[src/rtl/spi_mode_master.sv]
module spi_mode_master #(
  parameter int WORD_W   = 8,
  parameter int HALF_DIV = 2
) (
  input  logic              clk,
  input  logic              rst_n,
  input  logic [1:0]        mode,
  input  logic [WORD_W-1:0] tx_data,
  input  logic              tx_wr,
  output logic [WORD_W-1:0] rx_data,
  input  logic              rx_rd,
  output logic              tx_full,
  output logic              rx_full,
  output logic              rx_ovf,
  output logic              eot,
  output logic              irq_tx_empty,
  output logic              irq_rx_full,
  output logic              dma_wr_req,
  output logic              dma_rd_req,
  output logic              sclk,
  output logic              mosi,
  output logic              cs_n,
  input  logic              miso
);

  localparam int CW = (HALF_DIV > 1) ? $clog2(HALF_DIV) : 1;
  localparam int BW = $clog2(WORD_W + 1);
  localparam logic [CW-1:0] HALF_LAST = CW'(HALF_DIV - 1);
  localparam logic [BW-1:0] LAST_BIT  = BW'(WORD_W);

  typedef enum logic [1:0] {S_IDLE, S_LEAD, S_SHIFT, S_TRAIL} st_t;

  st_t               st;
  logic [CW-1:0]     cnt;
  logic [BW-1:0]     bcnt;
  logic [WORD_W-1:0] shreg, tx_buf;
  logic              rbit;

  wire m_ro  = (mode == 2'b01);
  wire m_to  = (mode == 2'b10);
  wire start = (st == S_IDLE) && (m_ro ? !rx_full : tx_full);
  wire done  = (st == S_TRAIL);
  wire keep_full = rx_full && !rx_rd;

  assign mosi         = !cs_n && shreg[WORD_W-1];
  assign irq_tx_empty = !tx_full && !m_ro;
  assign dma_wr_req   = !tx_full && !m_ro;
  assign irq_rx_full  = rx_full && !m_to;
  assign dma_rd_req   = rx_full && !m_to;

  always_ff @(posedge clk or negedge rst_n) begin
    if (!rst_n) begin
      st    <= S_IDLE;
      cs_n  <= 1'b1;
      sclk  <= 1'b0;
      cnt   <= '0;
      bcnt  <= '0;
      shreg <= '0;
      rbit  <= 1'b0;
    end else begin
      case (st)
        S_IDLE: if (start) begin
          shreg <= tx_buf;
          cs_n  <= 1'b0;
          st    <= S_LEAD;
        end
        S_LEAD: begin
          sclk <= 1'b1;
          rbit <= miso;
          bcnt <= BW'(1);
          cnt  <= '0;
          st   <= S_SHIFT;
        end
        S_SHIFT: begin
          if (cnt == HALF_LAST) begin
            cnt  <= '0;
            sclk <= !sclk;
            if (!sclk) begin
              rbit <= miso;
              bcnt <= bcnt + BW'(1);
            end else begin
              shreg <= {shreg[WORD_W-2:0], rbit};
              if (bcnt == LAST_BIT) st <= S_TRAIL;
            end
          end else begin
            cnt <= cnt + CW'(1);
          end
        end
        default: begin
          cs_n <= 1'b1;
          st   <= S_IDLE;
        end
      endcase
    end
  end

  always_ff @(posedge clk or negedge rst_n) begin
    if (!rst_n) begin
      tx_buf  <= '0;
      tx_full <= 1'b0;
      eot     <= 1'b0;
      rx_data <= '0;
      rx_full <= 1'b0;
      rx_ovf  <= 1'b0;
    end else begin
      if (tx_wr) tx_buf <= tx_data;
      if (tx_wr)      tx_full <= 1'b1;
      else if (start) tx_full <= 1'b0;
      if (start)     eot <= 1'b0;
      else if (done) eot <= 1'b1;
      if (rx_rd) begin
        rx_full <= 1'b0;
        rx_ovf  <= 1'b0;
      end
      if (done) begin
        if (m_to || !keep_full) begin
          rx_data <= shreg;
          rx_full <= 1'b1;
        end else begin
          rx_ovf <= 1'b1;
        end
      end
    end
  end

  p_cs_lead_r9: assert property (@(posedge clk) disable iff (!rst_n)
    $fell(cs_n) |=> $rose(sclk));
  p_cs_trail_r9: assert property (@(posedge clk) disable iff (!rst_n)
    ($fell(sclk) && bcnt == LAST_BIT) |=> $rose(cs_n));
  p_sclk_idle_r9: assert property (@(posedge clk) disable iff (!rst_n)
    cs_n |-> !sclk);
  p_no_overflow_r4: assert property (@(posedge clk) disable iff (!rst_n)
    (m_to && !rx_ovf) |=> !rx_ovf);
  p_rx_gate_r5: assert property (@(posedge clk) disable iff (!rst_n)
    (m_to && rx_full) |-> (!irq_rx_full && !dma_rd_req));
  p_tx_gate_r7: assert property (@(posedge clk) disable iff (!rst_n)
    (m_ro && !tx_full) |-> (!irq_tx_empty && !dma_wr_req));
  p_ro_hold_r7: assert property (@(posedge clk) disable iff (!rst_n)
    (m_ro && rx_full && !rx_rd && st == S_IDLE) |=> cs_n);
  p_wait_write_r3: assert property (@(posedge clk) disable iff (!rst_n)
    (!m_ro && !tx_full && st == S_IDLE) |=> cs_n);
  p_eot_set_r8: assert property (@(posedge clk) disable iff (!rst_n)
    $rose(cs_n) |-> eot);

endmodule

[config.mk]
export PLATFORM = sky130hd
export DESIGN_NAME = spi_mode_master
export DESIGN_NICKNAME = d
export VERILOG_FILES = /design/src/rtl/spi_mode_master.sv
export SDC_FILE = /design/constraint.sdc
export NUM_CORES = 1
export LEC_CHECK = 0
export ABC_AREA = 0
export BUFFER_PORTS_ARGS = -buffer_cell sky130_fd_sc_hd__buf_2
export CAP_MARGIN = 20
export CORE_MARGIN = 5
export CORE_UTILIZATION = 45
export CTS_CLUSTER_DIAMETER = 50
export DETAILED_ROUTE_END_ITERATION = 10
export PLACE_DENSITY = 0.7
export SYNTH_ARGS = -nofsm -noshare
export SYNTH_HDL_FRONTEND = slang
export SYNTH_SLANG_ARGS = --single-unit
export TNS_END_PERCENT = 1
[constraint.sdc]
create_clock -name clk -period 2 [get_ports clk]
set_input_delay 0.2 -clock clk [delete_from_list [all_inputs] [get_ports clk]]
set_output_delay 0.2 -clock clk [all_outputs]
set_load 0.02 [all_outputs]
==> metrics.txt, run 1 <==
most frequent cells in the layout=dfrtp_1, mux2_2, buf_2; Setup Crit Path Kind=flop to flop; Placer Congestion=0.8835; CTS Root Cell=clkbuf_8; Sw Pwr=around 1.3 mW; Yosys warnings=0; Initial Util=~46%; area post-placement=a little over 2000 um2; combinational group share of total power=44.6%; first-pass GRT wire length=slightly below 6 mm; Ports=34; clk_lat worst skew=0.29 ns; Peak VDD IR=about 640 uV; status=completed; core area=about 4000 um2; clock network fraction of total power=18.2%; Avg WL per Cell=15.14 um; Int Pwr=roughly 2.2 mW; Post-CTS Setup Inserts=0; pin slew with the least headroom to its limit=0.8209 ns; Slew HR=between 40% and 50%; Worst setup EP type=flop; Max Fclk=roughly 0.56 GHz; worst r2r dst=st[0]$_DFFE_PN0P_; CP max FO=9; Total GRT Usage=approximately 14%; Remaining DRCs=0; cts bufs inserted=5; Worst EP arrival=roughly 2 ns; placement row count=23; Pwr per Cell Area=1645 nW/um2; IO Port Bufs=33; cells after synthesis=around 140; RSZ-0062 raised after global routing=false; Die Y=about 74 um; register area=around 950 um2; via count=between 1000 and 1500; clock skew=roughly 0.005 ns; antenna fix cells=0; post-synthesis cell type count=33; ratio of cells with drive above 1 in the final layout=47.73%; antenna violations before repair=0; Netlist Area Pre-Place=between 1500 and 2000 um2; DRT Wirelength=around 3.4 mm; final core utilization=between 50% and 60%; clock transition at the registers of the reported paths=approximately 0.080 ns; DPL Wire Length=2.526 mm; Final #Nets=197; switching share of power=36.85%; Avg Cell Area, Syn=between 10 and 15 um2; Routed Antenna Nets=0; flops & latches, synth=38; Final Setup Violations=0; Clock Sinks=38; clk buf depth=2; Multi-input gate area=between 800 and 900 um2; die area=5430 um2; vias in the first global route=between 1000 and 1500; most common cell after layout, fill and taps aside=dfrtp_1; reg2reg setup slack=approximately 0.21 ns; register area share after synthesis=a little over half; CP required=~2.2 ns; Leak=approximately 1.0 nW; Fillers=~370; CTS tree=done; cell area after layout=about 2100 um2; largest net degree at the start of global routing=39; Congestion Overflow GR=0; area grow syn2layout=17.27%; Reg power frac=37.2%; worst reg2reg path depth=5; final hold vios=0; ratio of final minimum period to clock period=~89%; Net Count, Synth=161; vias per cell=between 5 and 6; Iter 0 DRT Violations=64; CTS H-Tree Depth=2; setup_tns=0 ns; min Tclk post-route=1.789 ns; die width=approximately 74 um; # Max-Cap Violations=0; CP Launch Type=flop; 1st-pass router iterations=4; Hold WC Path Type=input port to async pin; Final Slew Violations=0; RR Startpoint=st[0]$_DFFE_PN0P_
==> cells in the mapped netlist (all sizes together) <==
cell | number | share of area (%)
nor2b | 3 | 1.4
or4 | 1 | 0.41
buf | 6 | 2.2
nand3 | 2 | 0.55
nor4bb | 2 | 1.1
a21boi | 2 | 1.0
dfrtp | 37 | 51
inv | 8 | 1.6
and3 | 2 | 0.69
xnor2 | 2 | 0.96
a21oi | 5 | 2.0
nand4 | 2 | 0.69
a21o | 2 | 0.82
dfstp | 1 | 1.4
and2b | 1 | 0.41
ha | 7 | 4.8
mux2 | 34 | 21
a31oi | 1 | 0.34
a22o | 2 | 0.96
a21bo | 1 | 0.55
mux2i | 1 | 0.55
o21ai | 6 | 2.3
a32o | 1 | 0.55
nand2 | 2 | 0.41
nor2 | 6 | 1.2
nand3b | 1 | 1.1
clkbuf | 1 | 0.21
==> worst max-delay path, cell delays in order (launching register included) <==
cell	delay [ns]
dfrtp_1	0.43
inv_1	0.12
ha_2	0.28
o21ai_1	0.15
nor4bb_1	0.17
or4_1	0.51
==> how the worst max path moves through the flow <==
stage	start	end	slack (ns)	depth (start not counted)
floorplan	st[0]$_DFFE_PN0P_	shreg[2]$_DFFE_PN0P_	0.30	6
global placement	st[0]$_DFFE_PN0P_	st[0]$_DFFE_PN0P_	0.23	5
detailed placement	st[0]$_DFFE_PN0P_	st[0]$_DFFE_PN0P_	0.14	5
CTS	st[0]$_DFFE_PN0P_	st[0]$_DFFE_PN0P_	0.11	5
global route	st[0]$_DFFE_PN0P_	st[0]$_DFFE_PN0P_	0.10	5
finish	st[0]$_DFFE_PN0P_	st[0]$_DFFE_PN0P_	0.21	5
==> through the flow <==
step	power (mW)	hold WS [ns]	std cells	worst slack (ns)
after floorplan	2.472	-0.09559	139	0.2971
after detailed placement	2.906	0.3604	218	0.1353
after global placement	2.821	0.3378	218	0.2322
final	3.521	0.005325	226	0.2112
after CTS	3.552	0.03350	226	0.1114
after global routing	3.760	0.06759	226	0.1028
==> cell type report <==
type                       count  share of cell area [%]
clock buffer                   7                   3.565
sequential                    38                   44.48
timing repair buffer          36                   8.767
tap                           50                   2.922
clock inverter                 1                   1.403
inverter                       8                   1.403
multi-input combinational     86                   37.46
==> logic make-up (layout without fill, tap and decap cells) <==
kind of cell	Yosys count	in the layout	share of synthesized area, %
AO/OA/AOI/OAI	20	20	8.500
XOR/XNOR	2	2	0.9597
flip-flops	38	38	52.16
buffers and inverters	15	52	4.044
multiplexers	35	35	21.52
adder cells (fa/ha/maj)	7	7	4.798
AND/OR/NAND/NOR	22	22	8.019
==> flip-flops by register name, summed over array words and instances (netlist names) <==
| register | count |
|---|---|
| bcnt | 4 |
| cnt | 1 |
| cs_n | 1 |
| eot | 1 |
| rbit | 1 |
| rx_data | 8 |
| rx_full | 1 |
| rx_ovf | 1 |
| sclk | 1 |
| shreg | 8 |
| st | 2 |
| tx_buf | 8 |
| tx_full | 1 |
==> power by group through the flow <==
stage / registers [mW] / logic, mW / clock network (mW)
global placement: 1.30 / 1.52 / 0
floorplan: 1.43 / 1.04 / 0
global route: 1.35 / 1.73 / 0.678
finish: 1.31 / 1.57 / 0.641
CTS: 1.31 / 1.59 / 0.653
detailed placement: 1.32 / 1.58 / 0
==> per-layer routing <==
metal | part of all wire [%] | vias to the layer above | GRT usage [%]
met2 | 48 | 29 | 23.82
met3 | 5.8 | 5 | 4.378
met1 | 45 | 589 | 17.33
li1 | - | 557 | -
met4 | 1.6 | 0 | 5.433
met5 | 0 | - | 0
==> what timing repair did <==
| action | in CTS | in global routing |
|---|---|---|
| hold buffers | 0 | 0 |
| resized for setup | 0 | 1 |
| setup endpoints to repair | 0 | 7 |
No activity file was read; power rests on OpenSTA's default activity.
==> run 2: changes to the inputs <==
--- a/config.mk
+++ b/config.mk
@@ -10,8 +10,10 @@
 export CAP_MARGIN = 20
 export CORE_MARGIN = 5
 export CORE_UTILIZATION = 45
+export CTS_BUF_LIST = sky130_fd_sc_hd__clkbuf_2
 export CTS_CLUSTER_DIAMETER = 50
 export DETAILED_ROUTE_END_ITERATION = 10
+export HOLD_SLACK_MARGIN = 0.02
 export PLACE_DENSITY = 0.7
 export SYNTH_ARGS = -nofsm -noshare
 export SYNTH_HDL_FRONTEND = slang
==> metrics.txt, run 2 (synthesized netlist as in run 1, its figures left out) <==
CP max FO=9 (unchanged); DRT Wirelength=3.415 mm (-0.20%); GRT busiest layer=met2; Worst Hold Path EP=rbit$_DFFE_PN0P_; ratio of final minimum period to clock period=90.15% (+0.71 points); Worst EP arrival=2.09 ns (+0.14 ns); Setup Crit Path Kind=flop to flop; Final Setup Violations=0 (unchanged); Leak=1.052 nW (+3.2%); Pwr per Cell Area=1527 nW/um2 (-7.1%); IO Port Bufs=33 (unchanged); CTS Root Cell=clkbuf_2; Peak VDD IR=656.4 uV (+1.9%); Final #Nets=207 (+5.1%); RR Startpoint=st[0]$_DFFE_PN0P_; first-pass GRT wire length=6.058 mm (+2.7%); worst reg2reg path depth=5 (unchanged); Post-CTS Setup Inserts=0 (unchanged); Routed Antenna Nets=0 (unchanged); vias per cell=5.144 (-1.5%); clock transition at the registers of the reported paths=0.20 ns (+0.12 ns); Largest regs=rx_data: 8 flops, shreg: 8 flops, tx_buf: 8 flops; Slew HR=44.68% (-0.59 points); antenna violations before repair=0 (unchanged); worst r2r dst=st[0]$_DFFE_PN0P_; area grow syn2layout=20.49%; cts bufs inserted=5 (unchanged); vias in the first global route=1332 (+3.1%); clk_lat worst skew=0.39 ns (+0.10 ns); critical-path cell with the highest stage delay=or4_1; M3 GR Usage=3.420% (-0.96 points); Cells on Worst Hold Path=2; routing usage on met2=24.31% (+0.49 points); 1st-pass router iterations=4 (unchanged); pin slew with the least headroom to its limit=0.8298 ns (+0.008915 ns); Die Y=73.69 um (unchanged); Initial Util=45.97% (unchanged); met1 usage=17.94% (+0.61 points); setup_tns=0 ns (unchanged); placement row count=23 (unchanged); status=completed; pre-CTS setup slack=0.1353 ns (unchanged); most frequent cells in the layout=dfrtp_1, mux2_2, buf_2; Clock Sinks=38 (unchanged); Placer Congestion=0.8835 (unchanged); via count=1214 (+2.9%); Iter 0 DRT Violations=60 (-6.3%); CP required=2.29 ns (+0.12 ns); Max stage delay on crit path=0.51 ns (about the same); Congestion Overflow GR=0 (unchanged); DPL Wire Length=2.526 mm (unchanged); min Tclk post-route=1.803 ns (+0.01424 ns); ratio of cells with drive above 1 in the final layout=46.24% (-1.5 points); CTS H-Tree Depth=2 (unchanged); clock skew=0.02373 ns (+0.01860 ns); Avg WL per Cell=14.47 um (-4.4%); die width=73.69 um (unchanged); reg2reg setup slack=0.20 ns (about the same); Max Fclk=0.5546 GHz (-0.79%); slack of the critical path=0.1970 ns (-0.01424 ns); Ports=34 (unchanged); die area=5430 um2 (unchanged); core area=3971 um2 (unchanged); RSZ-0062 raised after global routing=false; Final Slew Violations=0 (unchanged); largest net degree at the start of global routing=39 (unchanged); Total GRT Usage=14.64% (+0.32 points); Worst setup EP type=flop; tightest hold margin=0.05291 ns (+0.04759 ns); # Max-Cap Violations=0 (unchanged); antenna fix cells=0 (unchanged); Cell Chain, Critical Path=inv_1 -> ha_2 -> o21ai_1 -> nor4bb_1 -> or4_1; final hold vios=0 (unchanged); CP Launch Type=flop; most common cell after layout, fill and taps aside=dfrtp_1; Remaining DRCs=0 (unchanged); hold path start=miso; clk buf depth=2 (unchanged); Hold WC Path Type=input port to flop; Tot Pwr=3.359 mW (-4.6%); CTS tree=done
-- run 2: final cells by class --
| cell class | instances | area [um2] |
|---|---|---|
| clock inverters | 1 | 30.03 |
| well taps | 50 | 62.56 |
| repair buffers | 46 | 287.8 |
| multi-input cells | 86 | 802.0 |
| fillers | 372 | 1772 |
| clock buffers | 7 | 35.03 |
| flip-flops and latches | 38 | 952.2 |
| inverters | 8 | 30.03 |
-- run 2: repair_timing --
action                                 4_1_cts  5_1_grt
gates resized for setup                      0        1
hold buffers                                 9        1
endpoints found under the hold margin       45        1
setup endpoints to repair                    0        9
-- run 2: where the power goes --
part	switching [mW]	internal [mW]	total [mW]
registers	0.229	1.07	1.30
logic	0.802	0.784	1.59
clock network	0.247	0.223	0.470
total	1.28	2.08	3.36
-- run 2: worst max-delay path, delay by kind of cell, from the launching register on --
family	cells	cell delay [ns]
compound gates	1	0.15
fa+ha+maj	1	0.28
buf+inv	1	0.12
flops	1	0.47
simple gates	2	0.68
-- run 2: routing by layer --
metal | wire length, um | vias up
met5 | 0 | -
met4 | 42 | 0
met3 | 191 | 5
met2 | 1618 | 30
met1 | 1564 | 601
li1 | - | 578
-- run 2: through the flow --
stage / cells / util (%) / instance area, um2
final: 236 / 55.39 / 2200
after global routing: 236 / 55.39 / 2200
after CTS: 235 / 55.07 / 2187
after detailed placement: 218 / 51.17 / 2032
after global placement: 218 / 51.17 / 2032
after floorplan: 139 / - / 1826
-- run 2: how the worst max path moves through the flow --
stage,from,end,slack [ns]
finish,st[0]$_DFFE_PN0P_,st[0]$_DFFE_PN0P_,0.20
global route,st[0]$_DFFE_PN0P_,shreg[4]$_DFFE_PN0P_,0.06
CTS,st[0]$_DFFE_PN0P_,shreg[3]$_DFFE_PN0P_,0.09
detailed placement,st[0]$_DFFE_PN0P_,st[0]$_DFFE_PN0P_,0.14
global placement,st[0]$_DFFE_PN0P_,st[0]$_DFFE_PN0P_,0.23
floorplan,st[0]$_DFFE_PN0P_,shreg[2]$_DFFE_PN0P_,0.30
==> run 3: changes to the inputs <==
--- a/config.mk
+++ b/config.mk
@@ -5,7 +5,7 @@
 export SDC_FILE = /design/constraint.sdc
 export NUM_CORES = 1
 export LEC_CHECK = 0
-export ABC_AREA = 0
+export ABC_AREA = 1
 export BUFFER_PORTS_ARGS = -buffer_cell sky130_fd_sc_hd__buf_2
 export CAP_MARGIN = 20
 export CORE_MARGIN = 5
==> metrics.txt, run 3 <==
status=completed; Final Setup Violations=0 (unchanged); leading area contributor after synthesis=dfrtp_1; vias per cell=4.698 (-8.7%); clock transition at the registers of the reported paths=0.18 ns (-0.02 ns); CP Launch Type=flop; final hold vios=0 (unchanged); Tot Pwr=3.062 mW (-8.9%); Avg Cell Area, Syn=8.547 um2 (-35%); Worst setup EP type=flop; post-synthesis cell type count=24 (-27%); die area=5418 um2 (-0.23%); highest routed layer=met4; min Tclk post-route=1.628 ns (-0.1748 ns); Routed Antenna Nets=0 (unchanged); register area share after synthesis=52.30% (+0.14 points); largest net degree at the start of global routing=39 (unchanged); setup_tns=0 ns (unchanged); CP startpoint=st[0]$_DFFE_PN0P_; DRT Wirelength=3.455 mm (+1.2%); WL met2=1.435 mm (-11%); Pwr per Cell Area=1416 nW/um2 (-7.3%); pre-CTS setup slack=0.3855 ns (+0.2502 ns); Remaining DRCs=0 (unchanged); Fillers=381 (+2.4%); Post-Layout Cell Count=308 (+31%); Leak=1.158 nW (+10%); # Max-Cap Violations=0 (unchanged); Largest regs=rx_data: 8 flops, shreg: 8 flops, tx_buf: 8 flops; area grow syn2layout=18.76%; RSZ-0062 raised after global routing=false; worst reg2reg path depth=8 (+3); antenna fix cells=0 (unchanged); Congestion Overflow GR=0 (unchanged); slack of the critical path=0.3718 ns (+0.1748 ns); 1st-pass router iterations=4 (unchanged); Clock Sinks=38 (unchanged); Net Count, Synth=235 (+46%); switching share of power=46.22% (+8.2 points); Slew HR=46.23% (+1.6 points); final core utilization=54.44% (-0.95 points); Setup Crit Path Kind=flop to flop; Max Fclk=0.6142 GHz (+11%); CTS Root Cell=clkbuf_2; Avg WL per Cell=11.22 um (-22%); Final Slew Violations=0 (unchanged); Ports=34 (unchanged); CP max FO=9 (unchanged); Int Pwr=1.646 mW (-21%); combinational group share of total power=48.5% (+1.3 points); routed wl met3=270 um (+41%); Iter 0 DRT Violations=81 (+35%); Sw Pwr=1.415 mW (+11%); via count=1447 (+19%); clk_lat worst skew=0.40 ns (about the same); antenna violations before repair=0 (unchanged); CTS tree=done; Reg power frac=40.5% (+1.7 points); Post-synth ARST share=100.0% (unchanged); vias in the first global route=1392 (+4.5%); die width=73.61 um (-0.12%); clock skew=0.01849 ns (-0.005236 ns); EDFF count, synth=0 (unchanged); top cells by area, synth=dfrtp_1, nand2_1, o21ai_0; placed cell count=289 (+33%); Hold WC Path Type=input port to flop; count leader, synth=nand2_1; CTS H-Tree Depth=2 (unchanged); Worst EP arrival=1.94 ns (-0.15 ns); Post-CTS Setup Inserts=0 (unchanged); dominant synthesized flop cell=dfrtp_1; Peak VDD IR=521.8 uV (-21%); Initial Util=45.84% (-0.13 points); Placer Congestion=0.7912 (-10%); most common cell after layout, fill and taps aside=nand2_1; ratio of cells with drive above 1 in the final layout=20.16% (-26 points); RR Startpoint=st[0]$_DFFE_PN0P_; Post-Route M1 WL=1.687 mm (+7.9%); most frequent cells in the layout=nand2_1, dfrtp_1, buf_2; CP required=2.31 ns (+0.02 ns); core area=3971 um2 (unchanged); Netlist Area Pre-Place=1820 um2 (-0.27%); worst setup path endpoint=shreg[7]$_DFFE_PN0P_; worst r2r dst=shreg[7]$_DFFE_PN0P_; flops & latches, synth=38 (unchanged); pin slew with the least headroom to its limit=0.8065 ns (-0.02325 ns); cells after synthesis=213 (+53%); PostCTS Resize Cnt=0 (unchanged); placement row count=23 (unchanged); Final #Nets=279 (+35%); cts bufs inserted=5 (unchanged); synth cell count leaders=nand2_1, dfrtp_1, o21ai_0, inv_1, nand3_1; clock network fraction of total power=11.0% (-3.0 points); ratio of final minimum period to clock period=81.41% (-8.7 points); first-pass GRT wire length=6.099 mm (+0.68%); DPL Wire Length=2.507 mm (-0.74%); Total GRT Usage=14.60% (-0.041 points); post-synth top area share=50.86% (+0.14 points); Yosys warnings=0 (unchanged); Die Y=73.61 um (-0.12%); clk buf depth=2 (unchanged); reg2reg setup slack=0.37 ns (+0.17 ns); IO Port Bufs=33 (unchanged)
==> run 3: cell types whose count changed in the layout (fill, tap and decap cells not counted), moves of 3 or more <==
| cell | delta |
|---|---|
| nand3_1 | +12 |
| nand2_1 | +63 |
| inv_1 | +13 |
| o21ai_0 | +22 |
| inv_2 | +3 |
| mux2_2 | -34 |
| nand4_1 | +9 |
| a21oi_1 | -3 |
==> run 3: power by group through the flow <==
stage | Combinational (mW) | Sequential, mW | Clock (mW)
2_1_floorplan | 1.01 | 1.36 | 0
3_3_place_gp | 1.46 | 1.25 | 0
3_5_place_dp | 1.48 | 1.26 | 0
4_1_cts | 1.50 | 1.24 | 0.355
5_1_grt | 1.71 | 1.28 | 0.389
6_report | 1.49 | 1.24 | 0.336
==> run 3: final cells by class <==
type | instances | area, um2 | share of cell area (%)
Multi-Input combinational cell | 143 | 733.2 | 33.91
Tap cell | 50 | 62.56 | 2.894
Clock inverter | 3 | 16.27 | 0.7523
Timing Repair Buffer | 45 | 282.8 | 13.08
Clock buffer | 5 | 25.02 | 1.157
Sequential cell | 38 | 952.2 | 44.04
Inverter | 24 | 90.09 | 4.167
==> run 3: kinds of logic after synthesis <==
kind of cell	after synthesis	share of synthesized area [%]
buffers and inverters	32	7.423
and+or+nand+nor	104	25.43
adders and majority gates	7	4.811
AOI/OAI and AO/OA	31	9.553
DFF	38	52.30
xor gates and xnor gates	1	0.4812
==> run 3: how the worst min path moves through the flow <==
stage                     startpoint  slack (ns)  depth (start not counted)                     to
final                          tx_wr        0.16                          3  tx_buf[5]$_DFFE_PN0P_
after global routing           tx_wr        0.14                          3  tx_buf[7]$_DFFE_PN0P_
after CTS                      tx_wr        0.13                          3  tx_buf[5]$_DFFE_PN0P_
after detailed placement       rst_n        0.35                          1      rx_full$_DFF_PN0_
after global placement         rst_n        0.34                          1      rx_full$_DFF_PN0_
after floorplan                rst_n        -0.1                          0    bcnt[0]$_DFFE_PN0P_
==> run 3: critical path: stages, from the launching register on <==
cell,delay [ns]
dfrtp_1,0.47
inv_1,0.08
ha_1,0.22
inv_2,0.14
nor2_4,0.06
a21oi_4,0.23
nand3_2,0.20
nand2_1,0.10
nand2_1,0.05
==> run 3: through the flow <==
stage	hold slack, ns	area [um2]
2_1_floorplan	-0.09559	1821
3_3_place_gp	0.3406	2011
3_5_place_dp	0.3470	2011
4_1_cts	0.1328	2162
5_1_grt	0.1430	2162
6_report	0.1579	2162
==> run 3: metal layers <==
layer,up-vias,track usage (%)
met4,0,6.036
li1,773,-
met2,38,22.64
met3,5,4.241
met1,631,19.03
met5,-,0
==> run 3: what timing repair did <==
item	4_1_cts	5_1_grt
endpoints found under the setup margin	0	0
endpoints found under the hold margin	48	0
hold buffers	11	0
